### src/rtl/mmio_term_pkg.sv
package mmio_term_pkg;
   typedef enum logic [1:0] {
      SLOT_RX_CTL = 2'd0,
      SLOT_RX_DAT = 2'd1,
      SLOT_TX_CTL = 2'd2,
      SLOT_TX_DAT = 2'd3
   } slot_e;

   localparam int RDY_POS = 0;
   localparam int IEN_POS = 1;

   typedef struct packed {
      logic  rd;
      logic  wr;
      slot_e slot;
   } acc_t;
endpackage

### src/rtl/mmio_term_decode.sv
module mmio_term_decode
   import mmio_term_pkg::*;
#(
   parameter int          ADDR_W = 32,
   parameter logic [31:0] BASE   = 32'hFFFF_0000
) (
   input  logic              sel,
   input  logic              we,
   input  logic [ADDR_W-1:0] addr,
   output acc_t              acc
);
   localparam logic [ADDR_W-1:0] BASE_A = BASE[ADDR_W-1:0];

   initial begin
      if (ADDR_W < 5 || ADDR_W > 32) $error("ADDR_W must lie in 5..32");
      if (BASE[3:0] != 4'h0) $error("BASE must be aligned to 16 bytes");
   end

   logic hit;
   assign hit = (addr[ADDR_W-1:4] == BASE_A[ADDR_W-1:4]);

   always_comb begin
      acc.rd   = sel && !we && hit;
      acc.wr   = sel &&  we && hit;
      acc.slot = slot_e'(addr[3:2]);
   end
endmodule

### src/rtl/mmio_term_rx.sv
module mmio_term_rx #(
   parameter int CHAR_W = 8
) (
   input  logic              clk,
   input  logic              rst_n,
   input  logic              in_valid,
   input  logic [CHAR_W-1:0] in_char,
   input  logic              take,
   input  logic              ctl_wr,
   input  logic              ctl_en,
   output logic              ready,
   output logic              en,
   output logic [CHAR_W-1:0] held
);
   always_ff @(posedge clk or negedge rst_n) begin
      if (!rst_n) begin
         ready <= 1'b0;
         held  <= '0;
      end else if (in_valid) begin
         ready <= 1'b1;
         held  <= in_char;
      end else if (take) begin
         ready <= 1'b0;
      end
   end

   always_ff @(posedge clk or negedge rst_n) begin
      if (!rst_n)      en <= 1'b0;
      else if (ctl_wr) en <= ctl_en;
   end
endmodule

### src/rtl/mmio_term_tx.sv
module mmio_term_tx #(
   parameter int CHAR_W   = 8,
   parameter int TX_DELAY = 20
) (
   input  logic              clk,
   input  logic              rst_n,
   input  logic              dat_wr,
   input  logic [CHAR_W-1:0] dat_char,
   input  logic              ctl_wr,
   input  logic              ctl_en,
   output logic              ready,
   output logic              en,
   output logic              out_valid,
   output logic [CHAR_W-1:0] out_char
);
   initial begin
      if (TX_DELAY < 1) $error("TX_DELAY must be at least 1");
   end

   logic              start;
   logic              finish;
   logic [CHAR_W-1:0] pend;

   assign start = dat_wr && ready;

   generate
      if (TX_DELAY == 1) begin : g_one
         assign finish = !ready;
      end else begin : g_cnt
         localparam int CNT_W = $clog2(TX_DELAY + 1);
         localparam logic [CNT_W-1:0] CNT_LOAD = CNT_W'(TX_DELAY);
         localparam logic [CNT_W-1:0] CNT_LAST = CNT_W'(1);
         logic [CNT_W-1:0] cnt;
         always_ff @(posedge clk or negedge rst_n) begin
            if (!rst_n)     cnt <= '0;
            else if (start) cnt <= CNT_LOAD;
            else if (!ready && cnt != '0) cnt <= cnt - 1'b1;
         end
         assign finish = !ready && (cnt == CNT_LAST);
      end
   endgenerate

   always_ff @(posedge clk or negedge rst_n) begin
      if (!rst_n) begin
         ready     <= 1'b1;
         pend      <= '0;
         out_valid <= 1'b0;
         out_char  <= '0;
      end else begin
         out_valid <= 1'b0;
         if (finish) begin
            ready     <= 1'b1;
            out_valid <= 1'b1;
            out_char  <= pend;
         end else if (start) begin
            ready <= 1'b0;
            pend  <= dat_char;
         end
      end
   end

   always_ff @(posedge clk or negedge rst_n) begin
      if (!rst_n)      en <= 1'b0;
      else if (ctl_wr) en <= ctl_en;
   end
endmodule

### src/rtl/mmio_term.sv
module mmio_term
   import mmio_term_pkg::*;
#(
   parameter int          ADDR_W   = 32,
   parameter int          DATA_W   = 32,
   parameter int          CHAR_W   = 8,
   parameter int          TX_DELAY = 20,
   parameter logic [31:0] BASE     = 32'hFFFF_0000
) (
   input  logic              clk,
   input  logic              rst_n,
   input  logic              bus_sel,
   input  logic              bus_we,
   input  logic [ADDR_W-1:0] bus_addr,
   input  logic [DATA_W-1:0] bus_wdata,
   output logic [DATA_W-1:0] bus_rdata,
   input  logic              rx_in_valid,
   input  logic [CHAR_W-1:0] rx_in_char,
   output logic              tx_out_valid,
   output logic [CHAR_W-1:0] tx_out_char,
   output logic              rx_irq,
   output logic              tx_irq
);
   initial begin
      if (DATA_W < 2) $error("DATA_W must hold both control bits");
      if (CHAR_W < 1 || CHAR_W > DATA_W) $error("CHAR_W must lie in 1..DATA_W");
   end

   acc_t              acc;
   logic              rx_rdy, rx_en, tx_rdy, tx_en;
   logic [CHAR_W-1:0] rx_held;
   logic              unused_wdata;

   assign unused_wdata = ^bus_wdata;

   mmio_term_decode #(.ADDR_W(ADDR_W), .BASE(BASE)) u_dec (
      .sel  (bus_sel),
      .we   (bus_we),
      .addr (bus_addr),
      .acc  (acc)
   );

   mmio_term_rx #(.CHAR_W(CHAR_W)) u_rx (
      .clk      (clk),
      .rst_n    (rst_n),
      .in_valid (rx_in_valid),
      .in_char  (rx_in_char),
      .take     (acc.rd && acc.slot == SLOT_RX_DAT),
      .ctl_wr   (acc.wr && acc.slot == SLOT_RX_CTL),
      .ctl_en   (bus_wdata[IEN_POS]),
      .ready    (rx_rdy),
      .en       (rx_en),
      .held     (rx_held)
   );

   mmio_term_tx #(.CHAR_W(CHAR_W), .TX_DELAY(TX_DELAY)) u_tx (
      .clk       (clk),
      .rst_n     (rst_n),
      .dat_wr    (acc.wr && acc.slot == SLOT_TX_DAT),
      .dat_char  (bus_wdata[CHAR_W-1:0]),
      .ctl_wr    (acc.wr && acc.slot == SLOT_TX_CTL),
      .ctl_en    (bus_wdata[IEN_POS]),
      .ready     (tx_rdy),
      .en        (tx_en),
      .out_valid (tx_out_valid),
      .out_char  (tx_out_char)
   );

   always_comb begin
      bus_rdata = '0;
      if (acc.rd) begin
         unique case (acc.slot)
            SLOT_RX_CTL: begin
               bus_rdata[RDY_POS] = rx_rdy;
               bus_rdata[IEN_POS] = rx_en;
            end
            SLOT_RX_DAT: bus_rdata[CHAR_W-1:0] = rx_held;
            SLOT_TX_CTL: begin
               bus_rdata[RDY_POS] = tx_rdy;
               bus_rdata[IEN_POS] = tx_en;
            end
            default: bus_rdata = '0;
         endcase
      end
   end

   assign rx_irq = rx_en && rx_rdy;
   assign tx_irq = tx_en && tx_rdy;
endmodule

### config.mk
export PLATFORM = sky130hd
export DESIGN_NAME = mmio_term
export DESIGN_NICKNAME = d
export VERILOG_FILES = /design/src/rtl/mmio_term_pkg.sv /design/src/rtl/mmio_term_decode.sv /design/src/rtl/mmio_term_rx.sv /design/src/rtl/mmio_term_tx.sv /design/src/rtl/mmio_term.sv
export SDC_FILE = /design/constraint.sdc
export NUM_CORES = 1
export LEC_CHECK = 0
export BUFFER_PORTS_ARGS = -buffer_cell sky130_fd_sc_hd__buf_2
export CAP_MARGIN = 20
export CORE_MARGIN = 2
export CORE_UTILIZATION = 38
export DETAILED_ROUTE_END_ITERATION = 6
export GPL_ROUTABILITY_DRIVEN = 0
export PLACE_DENSITY = 0.79
export RECOVER_POWER = 50
export SYNTH_ARGS = -nofsm -noshare
export SYNTH_HDL_FRONTEND = slang
export SYNTH_HIERARCHICAL = 1
export SYNTH_SLANG_ARGS = --single-unit
### constraint.sdc
create_clock -name clk -period 1.9 [get_ports clk]
set_clock_uncertainty 0.1 [all_clocks]
set_input_delay 0.38 -clock clk [delete_from_list [all_inputs] [get_ports clk]]
set_output_delay 0.38 -clock clk [all_outputs]
set_load 0.05 [all_outputs]
## Yosys cells after proc, flatten, opt, wreduce, memory -nomap -nowiden

Cells that the tools add are included.
W data, S select, Z words.

- Bits in registers: 34
- Logic and storage cells: 47

- Add/sub/neg operators: 1
- Equal/unequal tests: 5
- Multiplexer cells: 10
- Bitwise logic cells: 1
- Reduce and logical (&&, ||, !) cells: 21

Operator list:

| cell | number |
|---|---|
| $eq A28 B28 Y1 const B | 1 |
| $logic_and A1 B1 Y1 | 13 |
| $mux W5 | 2 |
| $mux W8 | 1 |
| $mux W6 | 1 |
| $pmux W2 S3 | 1 |
| $reduce_bool A2 Y1 | 3 |
| $eq A5 B1 Y1 const B | 1 |
| $mux W1 | 5 |
| $reduce_bool A5 Y1 | 1 |
| $sub A5 B1 Y5 const B | 1 |
| $eq A2 B2 Y1 const B | 2 |
| $eq A2 B1 Y1 const B | 1 |
| $logic_not A1 Y1 | 2 |
| $logic_not A2 Y1 | 1 |
| $reduce_and A2 Y1 | 1 |
| $not A1 Y1 | 1 |

## Depth between registers and ports, before layout

Gate-level depths: netlist (run 1).

- Depth after elaboration: 6
- Gate-level depth with buffers: 8

## Hierarchy

The synthesis (run 1) kept the hierarchy.

By module, submodules not included:

| module | times used | cells each | area each (um2) |
|---|---|---|---|
| mmio_term_tx | 1 | 68 | 993.5 |
| mmio_term_rx | 1 | 22 | 405.4 |
| mmio_term | 1 | 48 | 340.3 |
| mmio_term_decode | 1 | 14 | 117.6 |

## Worst setup path after synthesis (run 1)

No wires, ideal clock.

- Path type: input -> output
- From: in bus_addr[8]
- To: out bus_rdata[2]
- Data arrival time: 1.802 ns
- Data required time: 1.420 ns
- Path slack: -0.382 ns
- Stages on the path: 6
- Path through: nor4_2 nand4_1 nor4_1 nand2_1 nor2_4 and2_1

RTL lines:

| what | line | text |
|---|---|---|
| start: declaration | mmio_term.sv:14 | `input logic [ADDR_W-1:0] bus_addr,` |
| end: declaration | mmio_term.sv:16 | `output logic [DATA_W-1:0] bus_rdata,` |

==> impl_metrics.tcl, run 1 <==
set metrics [dict create \
    hpwl_um 2670 \
    fin_ws_ns -0.378 \
    drc 0 \
    grt_pass1_vias 1283 \
    ys_seq_elements 34 \
    violations "negative setup slack" \
    cts_tree "yes" \
    ys_seq_area_share_pct 45.9 \
    synthCells 152 \
    netlist-cell-type-count 34 \
    finalInstanceArea_um2 2420 \
    vias_per_cell 4.49 \
    core_um2 4720 \
    max-cap-violations 0 \
    vdd_ir_drop_max_mv 0.460 \
    holdWs_ns 0.0826 \
    fill_cells 421 \
    crit_path_end_kind "output pin" \
    grt_overflow 0 \
    placed_cell_area_um2 2210 \
    clkTransAtPathRegs_ns 0.07 \
    period_minus_slack_ns 2.28 \
    max_slew.worst_pin.slew_ns 0.821 \
    diodes 0 \
    crit_chain "buf_6 -> and4b_1 -> nand4_1 -> nor4_4 -> nand2_1 -> nor2_4 -> and2_4 -> buf_8" \
    path_class "input pin to output pin" \
    routedWlPerCell_um 12.2 \
    first_pass_iters 3 \
    synthTopCellsByArea "dfrtp_1, mux2_2, buf_4, mux2_4, and2_1" \
    max_stage_delay_ns 0.32 \
    num_vias 1317 \
    first_iter_violations 11 \
    clockBufferDepth 2 \
    io_buffers 69 \
    postCtsSetupRepairBufs 0 \
    initial_core_util_pct 39.3 \
    rsz0062_at_grt "true" \
    grt_usage_pct 13.9 \
    critPathLaunchType "input pin" \
    cp_max_fo 7 \
    netlist_area_um2 1860 \
    grt_max_degree 35 \
    io_pins 120 \
    dieArea_um2 5460 \
    ys_warn_count 6 \
    place_ws_ns -0.514 \
    syn_area_per_cell_um2 12.2 \
    cts_sinks 34 \
    synth_top_area_cell "dfrtp_1" \
    required_ns 1.42 \
    holdBufCountCts 0 \
    wl_um 3580 \
    setup_viol 17 \
    p_leak_nw 1.25 \
    max-slew-margin-rel_pct 45.3 \
    period_share_pct 120 \
    cp.arrival_ns 1.80 \
    yosysTopAreaCellShare_pct 44.5 \
    fmax_ghz 0.439 \
    htreeDepth 2 \
    cpMaxStageDelayCell "nor4_4" \
    antenna_found_initial 0 \
    hold_violations 0 \
    die_height_um 73.9 \
    grt_first_pass_wirelength_um 5690 \
    drive_gt1_share_pct 57.1 \
    min_path_type "input pin to asynchronous set/reset pin" \
    status "complete, but fails checks" \
    utilization_pct 51.2 \
    rows 25 \
    fin_cells 293 \
    drv_slew 0 \
    nets 304 \
    ant_nets 0 \
    die_w_um 73.9 \
    areaGrowthSynthToFinish_pct 30.1 \
    cts_buffers 5 \
    power_density_nw_per_um2 657 \
    clk_latency_ns 0.28 \
    placed_cells 285 \
    root_buffer "clkbuf_8" \
]
[kinds of logic after synthesis]
kind of cell	share of synthesized area, %
AOI/OAI and AO/OA	3.03
buffers and inverters	13.2
DFF	45.9
and+or+nand+nor	16.8
other	0.202
adders and majority gates	1.35
muxes	19.5
[critical path, delay by kind of cell]
| family | cells | cell delay [ns] |
|---|---|---|
| and+or+nand+nor | 6 | 1.19 |
| buffers and inverters | 2 | 0.23 |
[what timing repair did]
item | 4_1_cts | 5_1_grt
endpoints found under the setup margin | 16 | 20
gates resized for setup | 23 | 2
gates cloned | 0 | 0
pin swaps | 0 | 1
[Yosys cell counts, drive strengths merged]
master,number
dfrtp,33
buf,29
mux2,26
and2,10
inv,6
nand2,6
o21ai,5
mux2i,4
nor4,4
nand3,3
nand3b,3
nand4,3
nor2,3
ha,2
nor4b,2
o31ai,2
or4,2
a21o,1
and3,1
and4,1
and4b,1
conb,1
dfstp,1
nor3,1
nor3b,1
o211ai,1
[power by group]
group	internal (mW)	switching, mW
Combinational	0.0698	0.152
Clock	0.366	0.249
Sequential	0.741	0.00962
Total	1.18	0.410
[layer usage]
layer,wire length [um],GRT usage [%],vias up
met5,0,0,-
met4,84,8.69,0
met2,1800,24.8,66
li1,-,-,623
met1,1430,15.5,622
met3,267,2.06,6
[placed cells by master (no fill, tap or decap), types with 2 or more instances in the layout]
cell / n
o31ai_1: 2
nand3_1: 2
buf_6: 3
buf_8: 6
buf_2: 59
nand4_1: 3
mux2_4: 8
mux2_2: 18
mux2i_1: 4
buf_4: 3
ha_1: 2
nand2_1: 5
and2_4: 6
dfrtp_1: 33
and2_2: 2
conb_1: 24
inv_1: 6
nor2_1: 2
o21ai_0: 5
nand3b_1: 3
and2_1: 2
clkbuf_8: 8
nor4_2: 3
[area by class of cell]
cell class	count	area [um2]	share of cell area [%]
inverters	6	22.5	0.932
well taps	67	83.8	3.47
repair buffers	72	447	18.5
flip-flops and latches	34	852	35.3
clock buffers	8	110	4.56
multi-input cells	106	901	37.3
[flip-flops by register name, indices dropped and copies added (netlist names)]
name,cells
u_tx/pend,8
u_tx/g_cnt.cnt,5
u_tx/en,1
u_tx/out_valid,1
u_rx/held,8
u_tx/out_char,8
u_tx/ready,1
u_rx/ready,1
u_rx/en,1
[final timing paths]
check	startpoint	to	slack, ns	depth (start not counted)
setup / recovery	bus_addr[5]	bus_rdata[2]	-0.38	8
hold / removal	rst_n	u_rx/held[3]$_DFFE_PN0P_	0.08	1
setup reg to reg	u_tx/ready$_DFFE_PN1P_	u_tx/out_char[2]$_DFFE_PN0P_	0.41	3
max in group asynchronous	rst_n	u_tx/g_cnt.cnt[3]$_DFFE_PN0P_	1.10	1
min in group clk	rx_in_char[1]	u_rx/held[1]$_DFFE_PN0P_	0.22	2
hold reg to reg	u_tx/out_char[7]$_DFFE_PN0P_	u_tx/out_char[7]$_DFFE_PN0P_	0.40	1
[per-stage QoR]
| step | power, mW | TNS [ns] |
|---|---|---|
| after floorplan | 0.956 | -1.12 |
| after global placement | 0.981 | -7.98 |
| after detailed placement | 0.985 | -7.99 |
| after CTS | 1.61 | -3.18 |
| after global routing | 1.66 | -5.25 |
| final | 1.59 | -3.04 |
(Power assumes the default switching activity.)
==> inputs of run 2 (changes only) <==
Settings changed: CORE_UTILIZATION 38 to 39, CTS_BUF_LIST set to sky130_fd_sc_hd__clkbuf_8, PLACE_DENSITY 0.79 to 0.81.
==> run 2 against run 1 <==
Net effect:
- count of clock-buffer cells in the layout down 3
- critical path depth is the same
- the flow still finishes with violations (negative setup slack)
- sequential power about the same
- wire length is 4.4% higher
- hold slack gained 0.13 ns
- register-to-register slack is essentially flat
- sequential share of layout area shrank 0.43 points
- largest cell class unchanged
- core utilization grew 1.3 points
- first-iteration DRC count rose to 4.1 times the previous value
- design area increased by 1.2%
- global-route usage is 0.53 points higher
==> impl_metrics.tcl, run 2 (synthesis gave the netlist of run 1 again) <==
set metrics [dict create \
    grt_first_pass_wirelength_um 5790 \
    min_to "u_rx/held[7]$_DFFE_PN0P_" \
    power_density_nw_per_um2 652 \
    max-cap-violations 0 \
    dieArea_um2 5330 \
    io_pins 120 \
    rsz0062_at_grt "true" \
    drv_slew 0 \
    wl_um 3730 \
    required_ns 1.42 \
    fill_cells 414 \
    cpMaxStageDelayCell "nor4_4" \
    vdd_ir_drop_max_mv 0.616 \
    p_total_mw 1.59 \
    crit_chain "buf_2 -> and4b_1 -> nand4_1 -> nor4_4 -> nand2_1 -> nor2_4 -> and2_4 -> buf_8" \
    antenna_found_initial 0 \
    reg_top3 "u_rx/held x8, u_tx/out_char x8, u_tx/pend x8" \
    grt_pass1_vias 1279 \
    max_stage_delay_ns 0.33 \
    fin_ws_ns -0.427 \
    violations "negative setup slack" \
    core_um2 4660 \
    grt_usage_pct 14.5 \
    clk_latency_ns 0.28 \
    first_pass_iters 4 \
    max-slew-margin-rel_pct 41.0 \
    critPathLaunchType "input pin" \
    final_cell_mix "buf_2, dfrtp_1, conb_1, mux2_2, inv_1" \
    num_vias 1316 \
    rrSetupSlack_ns 0.40 \
    min_path_type "input pin to flip-flop" \
    rows 25 \
    clkTransAtPathRegs_ns 0.06 \
    routedWlPerCell_um 13.2 \
    htreeDepth 2 \
    diodes 0 \
    cts_buffers 5 \
    r2r_cells 3 \
    max_slew.worst_pin.slew_ns 0.884 \
    worstHoldStart "rx_in_char[7]" \
    fmax_ghz 0.430 \
    die_height_um 73 \
    setup_viol 18 \
    hold_violations 0 \
    crit_start "bus_addr[5]" \
    cts_sinks 34 \
    period_share_pct 122 \
    clockBufferDepth 2 \
    initial_core_util_pct 39.8 \
    cp.arrival_ns 1.85 \
    p_leak_nw 1.25 \
    drc 0 \
    nets 307 \
    io_buffers 69 \
    crit_path_end_kind "output pin" \
    status "complete, but fails checks" \
    fin_cells 283 \
    placed_cells 272 \
    drive_gt1_share_pct 52.0 \
    path_class "input pin to output pin" \
    grt_overflow 0 \
    holdPathStages 2 \
    hpwl_um 2710 \
    final_common_cell "buf_2" \
    die_w_um 73 \
    areaGrowthSynthToFinish_pct 31.7 \
    first_iter_violations 45 \
    vias_per_cell 4.65 \
    cp_max_fo 7 \
    root_buffer "clkbuf_8" \
    holdWs_ns 0.214 \
    worstReg2RegStart "u_tx/ready$_DFFE_PN1P_" \
    grt_max_degree 19 \
    cts_tree "yes" \
    r2r-end "u_tx/out_char[6]$_DFFE_PN0P_" \
    period_minus_slack_ns 2.33 \
    ant_nets 0 \
    fin_setup_tns_ns -3.68 \
]
==> run 2: cell types whose count changed in the layout (fill, tap and decap cells not counted), sizes merged <==
cell,delta
buf,-1
bufinv,+1
dlygate4sd3,+1
inv,+2
==> run 2: how the worst max path moves through the flow <==
stage,endpoint,cells past startpoint
finish,bus_rdata[2],8
CTS,bus_rdata[6],8
global placement,bus_rdata[3],8
detailed placement,bus_rdata[7],8
floorplan,bus_rdata[2],6
global route,bus_rdata[2],8
==> run 2: per-stage QoR <==
stage	util (%)	worst slack, ns	cell area [um2]
finish	52.5	-0.427	2450
global route	52.5	-0.508	2450
CTS	52.2	-0.408	2430
detailed placement	47.4	-0.515	2210
global placement	47.4	-0.507	2210
floorplan	-	-0.128	1990
==> run 2: power by group <==
part           leakage [nW]  switching, mW  internal [mW]
registers             0.433        0.00974          0.741
logic                 0.760          0.156         0.0663
clock network        0.0607          0.240          0.381
total                  1.25          0.406           1.19
==> run 2: cell type report <==
| cell class | instances | area [um2] | share of cell area [%] |
|---|---|---|---|
| Inverter | 6 | 22.5 | 0.921 |
| Clock buffer | 5 | 68.8 | 2.81 |
| Sequential cell | 34 | 852 | 34.8 |
| Multi-Input combinational cell | 106 | 897 | 36.7 |
| Tap cell | 54 | 67.6 | 2.76 |
| Timing Repair Buffer | 75 | 500 | 20.5 |
| Clock inverter | 3 | 37.5 | 1.53 |
==> run 2: critical path: cells and delay by family <==
kind	cells	cell delay (ns)
AND/OR/NAND/NOR	6	1.22
buffers and inverters	2	0.23
==> run 2: layer usage <==
layer	vias up	share of wire [%]	wire length, um	track usage [%]
met5	-	0	0	0
met4	0	1.3	48	5.56
met3	5	7.1	266	3.73
met2	63	52	1930	26.5
met1	620	40	1490	15.7
li1	628	-	-	-
==> run 2: what timing repair did <==
item | 4_1_cts | 5_1_grt
setup endpoints to repair | 17 | 21
gates resized for setup | 27 | 7
endpoints found under the hold margin | 15 | 0
pin swaps | 1 | 1
cloned | 0 | 0
hold buffers | 1 | 0
setup buffers | 0 | 2
